**src/rtl/alu_dp_pkg.sv**
```systemverilog
package alu_dp_pkg;

    typedef enum logic [1:0] {
        RES_SUM   = 2'd0,
        RES_LOGIC = 2'd1,
        RES_PASS  = 2'd2,
        RES_BAD   = 2'd3
    } res_sel_e;

    typedef enum logic [1:0] {
        LOP_AND = 2'd0,
        LOP_OR  = 2'd1,
        LOP_XOR = 2'd2,
        LOP_BAD = 2'd3
    } logic_op_e;

endpackage

```
**src/rtl/operand_a_mux.sv**
```systemverilog
module operand_a_mux #(
    parameter int W      = 64,
    parameter int N_PEER = 5,
    parameter int N_RF   = 3,
    localparam int N_SRC = 1 + N_PEER + N_RF,
    localparam int SRC_W = $clog2(N_SRC + 1)
) (
    input  logic [W-1:0]        self_val,
    input  logic [N_PEER*W-1:0] peer_bus,
    input  logic [N_RF*W-1:0]   rf_port,
    input  logic [SRC_W-1:0]    sel,
    output logic [W-1:0]        operand,
    output logic                sel_ok
);
    logic [W-1:0] cand [N_SRC];

    assign cand[0] = self_val;

    genvar p;
    generate
        for (p = 0; p < N_PEER; p++) begin : g_peer
            assign cand[1 + p] = peer_bus[p*W +: W];
        end
        for (p = 0; p < N_RF; p++) begin : g_rf
            assign cand[1 + N_PEER + p] = rf_port[p*W +: W];
        end
    endgenerate

    always_comb begin
        sel_ok  = (int'(sel) < N_SRC);
        operand = '0;
        for (int i = 0; i < N_SRC; i++) begin
            if (int'(sel) == i) operand = cand[i];
        end
    end
endmodule

```
**src/rtl/shift_sel_mux.sv**
```systemverilog
module shift_sel_mux #(
    parameter int W       = 64,
    parameter int N_SHIFT = 5,
    localparam int SH_W   = $clog2(N_SHIFT + 1)
) (
    input  logic [W-1:0]    din,
    input  logic [SH_W-1:0] sel,
    output logic [W-1:0]    dout,
    output logic            sel_ok
);
    logic [W-1:0] cand [N_SHIFT];

    genvar k;
    generate
        for (k = 0; k < N_SHIFT; k++) begin : g_shift
            assign cand[k] = din << k;
        end
    endgenerate

    always_comb begin
        sel_ok = (int'(sel) < N_SHIFT);
        dout   = '0;
        for (int i = 0; i < N_SHIFT; i++) begin
            if (int'(sel) == i) dout = cand[i];
        end
    end
endmodule

```
**src/rtl/bitwise_unit.sv**
```systemverilog
module bitwise_unit
    import alu_dp_pkg::*;
#(
    parameter int W = 64
) (
    input  logic [W-1:0] a,
    input  logic [W-1:0] b,
    input  logic [1:0]   op,
    output logic [W-1:0] y,
    output logic         op_ok
);
    logic_op_e op_e;
    assign op_e = logic_op_e'(op);

    always_comb begin
        y     = '0;
        op_ok = 1'b1;
        unique case (op_e)
            LOP_AND: y = a & b;
            LOP_OR:  y = a | b;
            LOP_XOR: y = a ^ b;
            default: op_ok = 1'b0;
        endcase
    end
endmodule

```
**src/rtl/core_adder.sv**
```systemverilog
module core_adder #(
    parameter int W = 64
) (
    input  logic [W-1:0] a,
    input  logic [W-1:0] b,
    input  logic         cin,
    output logic [W-1:0] sum
);
    assign sum = a + b + {{(W-1){1'b0}}, cin};
endmodule

```
**src/rtl/alu_operand_path.sv**
```systemverilog
module alu_operand_path
    import alu_dp_pkg::*;
#(
    parameter int W       = 64,
    parameter int N_PEER  = 5,
    parameter int N_RF    = 3,
    parameter int N_SHIFT = 5,
    localparam int N_SRC  = 1 + N_PEER + N_RF,
    localparam int SRC_W  = $clog2(N_SRC + 1),
    localparam int SH_W   = $clog2(N_SHIFT + 1)
) (
    input  logic                clk,
    input  logic                rst_n,
    input  logic [N_PEER*W-1:0] peer_bus,
    input  logic [N_RF*W-1:0]   rf_port,
    input  logic [SRC_W-1:0]    src_sel,
    input  logic [SH_W-1:0]     shift_sel,
    input  logic [W-1:0]        b_operand,
    input  logic                b_inv,
    input  logic [1:0]          res_sel,
    input  logic [1:0]          logic_op,
    output logic [W-1:0]        result
);
    logic [W-1:0] a_raw, a_shift, b_eff, sum, logic_y, next_val;
    logic         src_ok, shift_ok, lop_ok, res_ok, all_ok;
    res_sel_e     res_e;

    operand_a_mux #(.W(W), .N_PEER(N_PEER), .N_RF(N_RF)) u_amux (
        .self_val (result),
        .peer_bus (peer_bus),
        .rf_port  (rf_port),
        .sel      (src_sel),
        .operand  (a_raw),
        .sel_ok   (src_ok)
    );

    shift_sel_mux #(.W(W), .N_SHIFT(N_SHIFT)) u_shift (
        .din    (a_raw),
        .sel    (shift_sel),
        .dout   (a_shift),
        .sel_ok (shift_ok)
    );

    assign b_eff = b_inv ? ~b_operand : b_operand;

    core_adder #(.W(W)) u_add (
        .a   (a_shift),
        .b   (b_eff),
        .cin (b_inv),
        .sum (sum)
    );

    bitwise_unit #(.W(W)) u_logic (
        .a     (a_shift),
        .b     (b_eff),
        .op    (logic_op),
        .y     (logic_y),
        .op_ok (lop_ok)
    );

    assign res_e = res_sel_e'(res_sel);

    always_comb begin
        next_val = '0;
        res_ok   = 1'b1;
        unique case (res_e)
            RES_SUM:   next_val = sum;
            RES_LOGIC: begin
                next_val = logic_y;
                res_ok   = lop_ok;
            end
            RES_PASS:  next_val = a_shift;
            default:   res_ok = 1'b0;
        endcase
    end

    assign all_ok = src_ok && shift_ok && res_ok;

    always_ff @(posedge clk or negedge rst_n) begin
        if (!rst_n) result <= '0;
        else        result <= all_ok ? next_val : '0;
    end

    // loopback passed through unshifted holds the register
    a_r7_self_hold: assert property (@(posedge clk) disable iff (!rst_n)
        (src_sel == '0 && shift_sel == '0 && res_sel == 2'd2) |=> (result == $past(result)));

    // undefined source code yields zero
    a_r8_bad_src_zero: assert property (@(posedge clk) disable iff (!rst_n)
        (int'(src_sel) >= N_SRC) |=> (result == '0));

    // undefined result code yields zero
    a_r8_bad_res_zero: assert property (@(posedge clk) disable iff (!rst_n)
        (res_sel == 2'd3) |=> (result == '0));

    // subtracting an operand equal to the shifted first operand gives zero
    a_r4_self_cancel: assert property (@(posedge clk) disable iff (!rst_n)
        (src_ok && shift_ok && res_sel == 2'd0 && b_inv && a_shift == b_operand) |=> (result == '0));

    // AND never sets a bit clear in the uninverted second operand
    a_r5_and_subset: assert property (@(posedge clk) disable iff (!rst_n)
        (src_ok && shift_ok && res_sel == 2'd1 && logic_op == 2'd0 && !b_inv)
        |=> ((result & ~$past(b_operand)) == '0));

    // four-place shift leaves low four bits clear on pass-through
    a_r3_low_fill: assert property (@(posedge clk) disable iff (!rst_n)
        (src_ok && int'(shift_sel) == 4 && res_sel == 2'd2) |=> (result[3:0] == 4'h0));
endmodule

```
**config.mk**
```make
export PLATFORM = sky130hd
export DESIGN_NAME = alu_operand_path
export DESIGN_NICKNAME = d
export VERILOG_FILES = /design/src/rtl/alu_dp_pkg.sv /design/src/rtl/operand_a_mux.sv /design/src/rtl/shift_sel_mux.sv /design/src/rtl/bitwise_unit.sv /design/src/rtl/core_adder.sv /design/src/rtl/alu_operand_path.sv
export SDC_FILE = /design/constraint.sdc
export NUM_CORES = 1
export LEC_CHECK = 0
export ABC_AREA = 0
export BUFFER_PORTS_ARGS = -buffer_cell sky130_fd_sc_hd__buf_2
export CORE_AREA = 2 2 256 258
export CTS_CLUSTER_SIZE = 20
export DETAILED_ROUTE_END_ITERATION = 8
export DIE_AREA = 0 0 258 260
export HOLD_SLACK_MARGIN = 0.03
export PLACE_DENSITY = 0.45
export SLEW_MARGIN = 10
export SYNTH_ARGS = -nofsm -noshare
export SYNTH_HDL_FRONTEND = slang
export SYNTH_SLANG_ARGS = --single-unit
export TNS_END_PERCENT = 100
```
**constraint.sdc**
```tcl
create_clock -name clk -period 9.5 [get_ports clk]
set_input_delay 1.9 -clock clk [delete_from_list [all_inputs] [get_ports clk]]
set_output_delay 1.9 -clock clk [all_outputs]
set_load 0.005 [all_outputs]
```
==> results.md, run 1 <==
* Setup Skew at 0.0156 ns
* # setup viols final at 0
* Routed WL at roughly 130000 um
* Hold depth at 6
* Min Tclk post-route at between 8 and 9 ns
* Final Cycle Share at between 90% and 100%
* R2R setup slack at 2.69 ns
* GRT overflow at 0
* Synth unique cells at 84
* Clock net sink count at 64
* Largest net degree at the start of global routing at between 60 and 70
* RR Endpoint: result[62]
* H-tree depth at 3
* Post-Syn Instances at ~2.3k
* CTS buffer count at 9
* Most common cell in the netlist: nor2_1
* DRT iter0 DRCs at 2952
* First-pass GRT wire length at roughly 180000 um
* Pleak at 10.1 nW
* Clock latency on the worst-skew pair at 0.38 ns
* Max capacitance violation total at 0
* Fmax at approximately 110 MHz
* Largest register FFs at between 60 and 70
* HPWL after DPL at 109000 um
* Via count at 22.5k
* Drt wl/cell at between 30 and 40 um
* Syn nets at about 3k
* Post-CTS resize count at 0
* CORE AREA at 0.0641 mm2
* IO Pins at 654
* Top_reg_cell synth: dfrtp_1
* Slew @ Worst Pin at 1.35 ns
* #FFs+latches synth at between 60 and 70
* RSZ-0062 raised after global routing: no
* Post-CTS Setup Inserts at 0
* Critical Path RT at slightly below 10 ns
* CP Capture Type: flip-flop
* Final cell count without fillers at 3755
* Async SR Flop Fraction at 100%
* Reg with most FFs: result
* Post-CTS Hold Buffers at 0
* Die Footprint at 0.0671 mm2
* Vias in the first global route at 21.6k
* Area grow syn2layout at 27.7%
* Post-synth top area share at under 10%
* Initial Utilization at about a quarter
* Synth top area cells: dfrtp_1 9.9%, ha_1 9.9%, mux2i_1 9.3%
* Status: complete, no violations
* Kind of critical path: input pin to flip-flop
* Register-to-Register Path Depth at 21
* Clk Tree Root Cell: clkbuf_16
* Worst setup SP type: input pin
* Synth Warn # at 0
* I/O Buffers at 653
* RePlAce Congestion at 1.03
* DR vias/cell at 6.00
* Die H at about 260 um
* Worst Path Max Fanout at 32
* Biggest regs: result (64)
* Reg-to-reg startpoint: result[7]
* Cell Pwr Density at approximately 100 mW/mm2
* IR Drop Worst-Case VDD at approximately 0.0001 V
* Max_slew headroom at roughly a tenth
* Reg clk slew, reported paths at 0.06 ns
* # DRC at 0
* Pre-CTS setup slack at 0.585 ns
* Drt first pass iters at 6
* Hold path endpoint: result[12]
* Share of cells above drive strength 1 at about 28%
* CTS Buffer Depth at 2
* EDFF count, synth at 0
* Tot GR Track Use at between 30% and 40%
* Antenna-violating nets left at 0
* Area leader, netlist: dfrtp_1
* CP Data Arrival Time at approximately 9 ns
* Die width at approximately 260 um
* Final WS setup at around 0.79 ns
* Final hold vios at 0
* Top cells by count, synth: 214 x nor2_1, 206 x a21oi_1, 193 x nand2_1
* Initial antenna violation count at between 40 and 50
* CTS tree: built
* Fin. max-slew vios at 0
* # nets final at approximately 3.6k
* TNS Setup at 0 ns
* Avg Cell Area, Syn at ~6.9 um2
* Worst hold path class: flip-flop to flip-flop
* Sequential area share after synthesis at 9.87%
* Placed cell count at between 3k and 4k
* Mapped Area at ~0.016 mm2
* # rows at just over 90
* HP Start: result[10]
* Total power at ~0.0021 W
-- worst max-delay path, stage by stage --
cell,delay (ns)
buf_4,0.41
nor2b_1,0.67
nand2_1,0.71
o211ai_1,0.60
a31oi_1,0.11
a221oi_1,0.78
nand2_1,0.11
o211ai_1,0.18
nor2_1,0.09
a21oi_1,0.60
inv_1,0.10
ha_1,0.26
a21oi_1,0.25
o21ai_0,0.13
a21oi_1,0.19
nor2_1,0.10
nor4b_1,0.31
a21oi_1,0.20
a41oi_1,0.44
buf_4,0.20
nor2_1,0.05
a22oi_1,0.19
a31oi_1,0.15
o22ai_1,0.22
-- metal layers --
metal / share of wire [%] / GRT usage, %
met1: 42 / 50.2
met2: 45 / 58.2
met3: 8.9 / 6.52
met4: 4.3 / 15.5
met5: 0.081 / 0
-- cell usage in the layout, fill, tap and decap left out, types with 8 or more instances in the layout --
cell type,count
and3_1,12
diode_2,19
clkbuf_16,9
a222oi_1,13
a21oi_1,206
a31oi_1,23
buf_4,76
a22o_1,21
nand2b_1,15
a2bb2oi_1,8
nor2_1,210
a22oi_1,89
mux4_2,9
mux2i_1,151
inv_1,152
ha_1,128
dfrtp_1,64
xnor2_1,33
o22a_1,9
nand4_1,28
and2_1,15
nand2_1,193
a211o_1,8
buf_2,648
a221oi_1,42
o21a_1,9
a221o_1,12
o22ai_1,124
nand3_1,36
xor2_1,82
a211oi_1,28
or3_1,8
o211ai_1,25
o221ai_1,16
o21bai_1,17
mux2_2,13
a21o_1,40
nor3_1,29
o21ai_0,157
nor2b_1,9
-- layout make-up --
class | instances | area (um2)
antenna | 19 | 47.5
clock buffer | 12 | 256
clock inverter | 3 | 17.5
fill | 7220 | 43400
inverter | 154 | 578
multi-input combinational | 1923 | 13300
sequential | 64 | 1600
tap | 855 | 1070
timing repair buffer | 725 | 3830
-- worst max-delay path by stage --
stage,startpoint,slack [ns],depth (start not counted),endpoint
2_1_floorplan,src_sel[0],2.73,27,result[62]
3_3_place_gp,src_sel[1],0.66,21,result[62]
3_5_place_dp,src_sel[1],0.59,21,result[62]
4_1_cts,src_sel[1],0.93,21,result[62]
5_1_grt,src_sel[1],0.64,23,result[51]
6_report,src_sel[1],0.79,24,result[54]
-- per-stage QoR --
stage | hold slack [ns] | utilization (%) | cell area (um2)
2_1_floorplan | 0.895 | - | 16200
3_3_place_gp | 1.30 | 31.8 | 20400
3_5_place_dp | 1.22 | 31.8 | 20400
4_1_cts | 1.24 | 32.2 | 20700
5_1_grt | 1.36 | 32.3 | 20700
6_report | 1.26 | 32.3 | 20700
-- where the power goes --
part	total, W	internal, W	switching [W]
registers	0.000328	0.000289	0.0000392
logic	0.00145	0.000519	0.000932
clock network	0.000350	0.000189	0.000160
-- kinds of logic (layout without fill, tap and decap cells) --
family                     after synthesis  count (layout)  synth area share [%]
AOI/OAI and AO/OA                      908             908                  37.3
xor gates and xnor gates               115             115                  6.21
DFF                                     64              64                  9.87
buffers and inverters                  350             894                  8.49
other                                    0              19                     0
adders and majority gates              129             129                  10.0
and+or+nand+nor                        598             598                  16.6
muxes                                  173             173                  11.5
Power figures use the tool's default switching activity.
==> inputs of run 2 (changes only) <==
--- a/config.mk
+++ b/config.mk
@@ -12,9 +12,10 @@
 export DETAILED_ROUTE_END_ITERATION = 8
 export DIE_AREA = 0 0 258 260
 export HOLD_SLACK_MARGIN = 0.03
-export PLACE_DENSITY = 0.45
+export PLACE_DENSITY = 0.52
 export SLEW_MARGIN = 10
 export SYNTH_ARGS = -nofsm -noshare
 export SYNTH_HDL_FRONTEND = slang
+export SYNTH_HIERARCHICAL = 1
 export SYNTH_SLANG_ARGS = --single-unit
 export TNS_END_PERCENT = 100
==> results.md, run 2 <==
* Avg Cell Area, Syn at between 7 and 8 um2
* Post-synth top area share at between 10% and 20%
* # rows at 93
* Initial antenna violation count at 55
* Final cell count without fillers at just over 4k
* Most common cell in the netlist: a21oi_1
* Top cells by count, synth: 267 x a21oi_1, 259 x mux2i_1, 220 x nand2_1
* Clk Tree Root Cell: clkbuf_16
* Die width at approximately 260 um
* #FFs+latches synth at between 60 and 70
* First-pass GRT wire length at ~150000 um
* Worst setup SP type: input pin
* Critical Path Most Common Cell: mux2i_1
* Clock latency on the worst-skew pair at around 0.4 ns
* Placed cell count at about 4.0k
* Antenna-violating nets left at 0
* Synth Warn # at 6
* Min Tclk post-route at 7.64 ns
* Reg with most FFs: result
* Worst path max stage delay at 0.84 ns
* Setup Skew at between 0.015 and 0.02 ns
* Clock net sink count at 64
* Tot GR Track Use at between 20 and 30%
* Final WS setup at around 1.9 ns
* TNS Setup at 0 ns
* RePlAce Congestion at approximately 0.95
* DR vias/cell at 5.76
* Commonest cells after routing, fill and taps aside: 644 x buf_2, 267 x a21oi_1, 259 x mux2i_1
* CP Data Arrival Time at ~8 ns
* # nets final at between 3k and 4k
* Max capacitance violation total at 0
* IO Pins at between 600 and 700
* GRT overflow at 0
* I/O Buffers at 653
* Status: complete, no violations
* Synth unique cells at a little under 100
* Fin. max-slew vios at 0
* Top_reg_cell synth: dfrtp_1
* Post-CTS resize count at 0
* Biggest regs: result (64)
* Critical Path RT at between 9 and 10 ns
* Pre-CTS setup slack at between 1.5 and 2 ns
* EDFF count, synth at 0
* HPWL after DPL at between 80000 and 90000 um
* Drt first pass iters at 7
* Largest register FFs at 64
* Mapped Area at between 0.02 and 0.025 mm2
* # setup viols final at 0
* Post-CTS Hold Buffers at 0
* Vias in the first global route at ~22k
* Post-CTS Setup Inserts at 0
* Slowest-stage cell, CP: or4b_1
* CORE AREA at ~0.064 mm2
* Largest net degree at the start of global routing at about 150
* Routed WL at between 100000 and 150000 um
* Slew @ Worst Pin at about 1.2 ns
* Worst hold path class: input pin to asynchronous set/reset pin
* Post-Syn Instances at 2707
* Synth top area cells: mux2i_1 13%, ha_1 12%, dfrtp_1 7.8%
* IR Drop Worst-Case VDD at 0.0000759 V
* Cell Pwr Density at between 80 and 90 mW/mm2
* H-tree depth at 3
* CTS Buffer Depth at 2
* Worst-path cell chain: buf_8 -> or4b_1 -> o22ai_1 -> a211oi_1 -> mux2i_1 -> o311ai_0 -> ha_1 -> o211a_1 -> a21oi_4 -> a211oi_2 -> o2111ai_2 -> a31oi_4 -> o21a_2 -> a21oi_2 -> xnor2_1 -> mux2i_1 -> or2_0 -> a21oi_1
* Syn nets at around 3.5k
* Final Cycle Share at between 80% and 90%
* Die H at about 260 um
* DRT iter0 DRCs at between 2k and 2.5k
* Die Footprint at ~0.067 mm2
* Area grow syn2layout at 18.0%
* Fmax at 131 MHz
* Commonest non-fill, non-tap cell in the layout: buf_2
* Drt wl/cell at about 26 um
* Pleak at 11.6 nW
* Reg clk slew, reported paths at 0.07 ns
* Final hold vios at 0
* Async SR Flop Fraction at 100%
* Via count at about 23k
* Total power at between 0.002 and 0.0025 W
* Area leader, netlist: mux2i_1
* CP Capture Type: flip-flop
* Initial Utilization at a little under a third
* Max_slew headroom at about 17%
* Kind of critical path: input pin to flip-flop
* Share of cells above drive strength 1 at 27.4%
* RSZ-0062 raised after global routing: no
* CTS tree: built
* Worst Path Max Fanout at a little over 90
* CTS buffer count at 9
* Sequential area share after synthesis at slightly below 8%
* # DRC at 0
-- run 2: cell types whose count changed in the layout (fill, tap and decap cells not counted), moves of 46 or more --
| cell | delta |
|---|---|
| nor2_1 | -118 |
| mux2i_1 | +108 |
| ha_1 | +62 |
| a21oi_1 | +61 |
| or2_0 | +59 |
| a2bb2oi_1 | +53 |
| nand3b_1 | +53 |
| o21a_1 | +47 |
| o21ai_0 | -46 |
-- run 2: path summary, 6_finish.rpt --
kind,startpoint,end,slack [ns],depth (start not counted)
worst min register to register,result[0],result[0],1.44,8
min in group clk,result[0],result[0],1.44,8
worst min-delay path,rst_n,result[21],1.43,1
max in group asynchronous,rst_n,result[57],7.02,2
worst max register to register,result[4],result[54],4.02,18
worst max-delay path,src_sel[1],result[54],1.86,18
-- run 2: cell type report --
class                      instances  area [um2]
inverter                         193         724
clock inverter                     6        60.1
fill                            6940       39900
tap                              855        1070
clock buffer                      10         229
sequential                        64        1600
multi-input combinational       2189       16800
timing repair buffer             700        3700
antenna                           26        65.1
-- run 2: kinds of logic after synthesis --
family                     after synthesis  synth area share (%)
xor gates and xnor gates               120                  5.12
AOI/OAI and AO/OA                      980                  33.2
muxes                                  326                  17.1
and+or+nand+nor                        571                  14.2
buffers and inverters                  454                  10.8
adders and majority gates              192                  11.8
DFF                                     64                  7.81
-- run 2: metrics by stage --
step | utilization, % | cell area (um2) | hold WS, ns
2_1_floorplan | - | 20500 | 1.17
3_3_place_gp | 37.2 | 23800 | 1.41
3_5_place_dp | 37.2 | 23800 | 1.41
4_1_cts | 37.6 | 24100 | 1.43
5_1_grt | 37.7 | 24200 | 1.45
6_report | 37.7 | 24200 | 1.43
-- run 2: layer usage --
layer | global-route usage (%) | vias to the layer above | wire, um
met3 | 4.53 | 149 | 6770
met1 | 39.0 | 11200 | 45300
met5 | 0 | - | 158
met2 | 49.0 | 1040 | 49200
li1 | - | 10800 | -
met4 | 11.0 | 26 | 3150
-- run 2: worst max-delay path: cells and delay by family --
kind,cells,cell delay (ns)
buffers and inverters,1,0.48
and+or+nand+nor,2,1.06
muxes,2,0.30
xor gates and xnor gates,1,0.25
AOI/OAI and AO/OA,11,3.49
adders and majority gates,1,0.37
-- run 2: where the power goes --
| part | switching (W) | internal (W) |
|---|---|---|
| sequential | 0.0000175 | 0.000287 |
| combinational | 0.000883 | 0.000606 |
| clock | 0.000164 | 0.000202 |
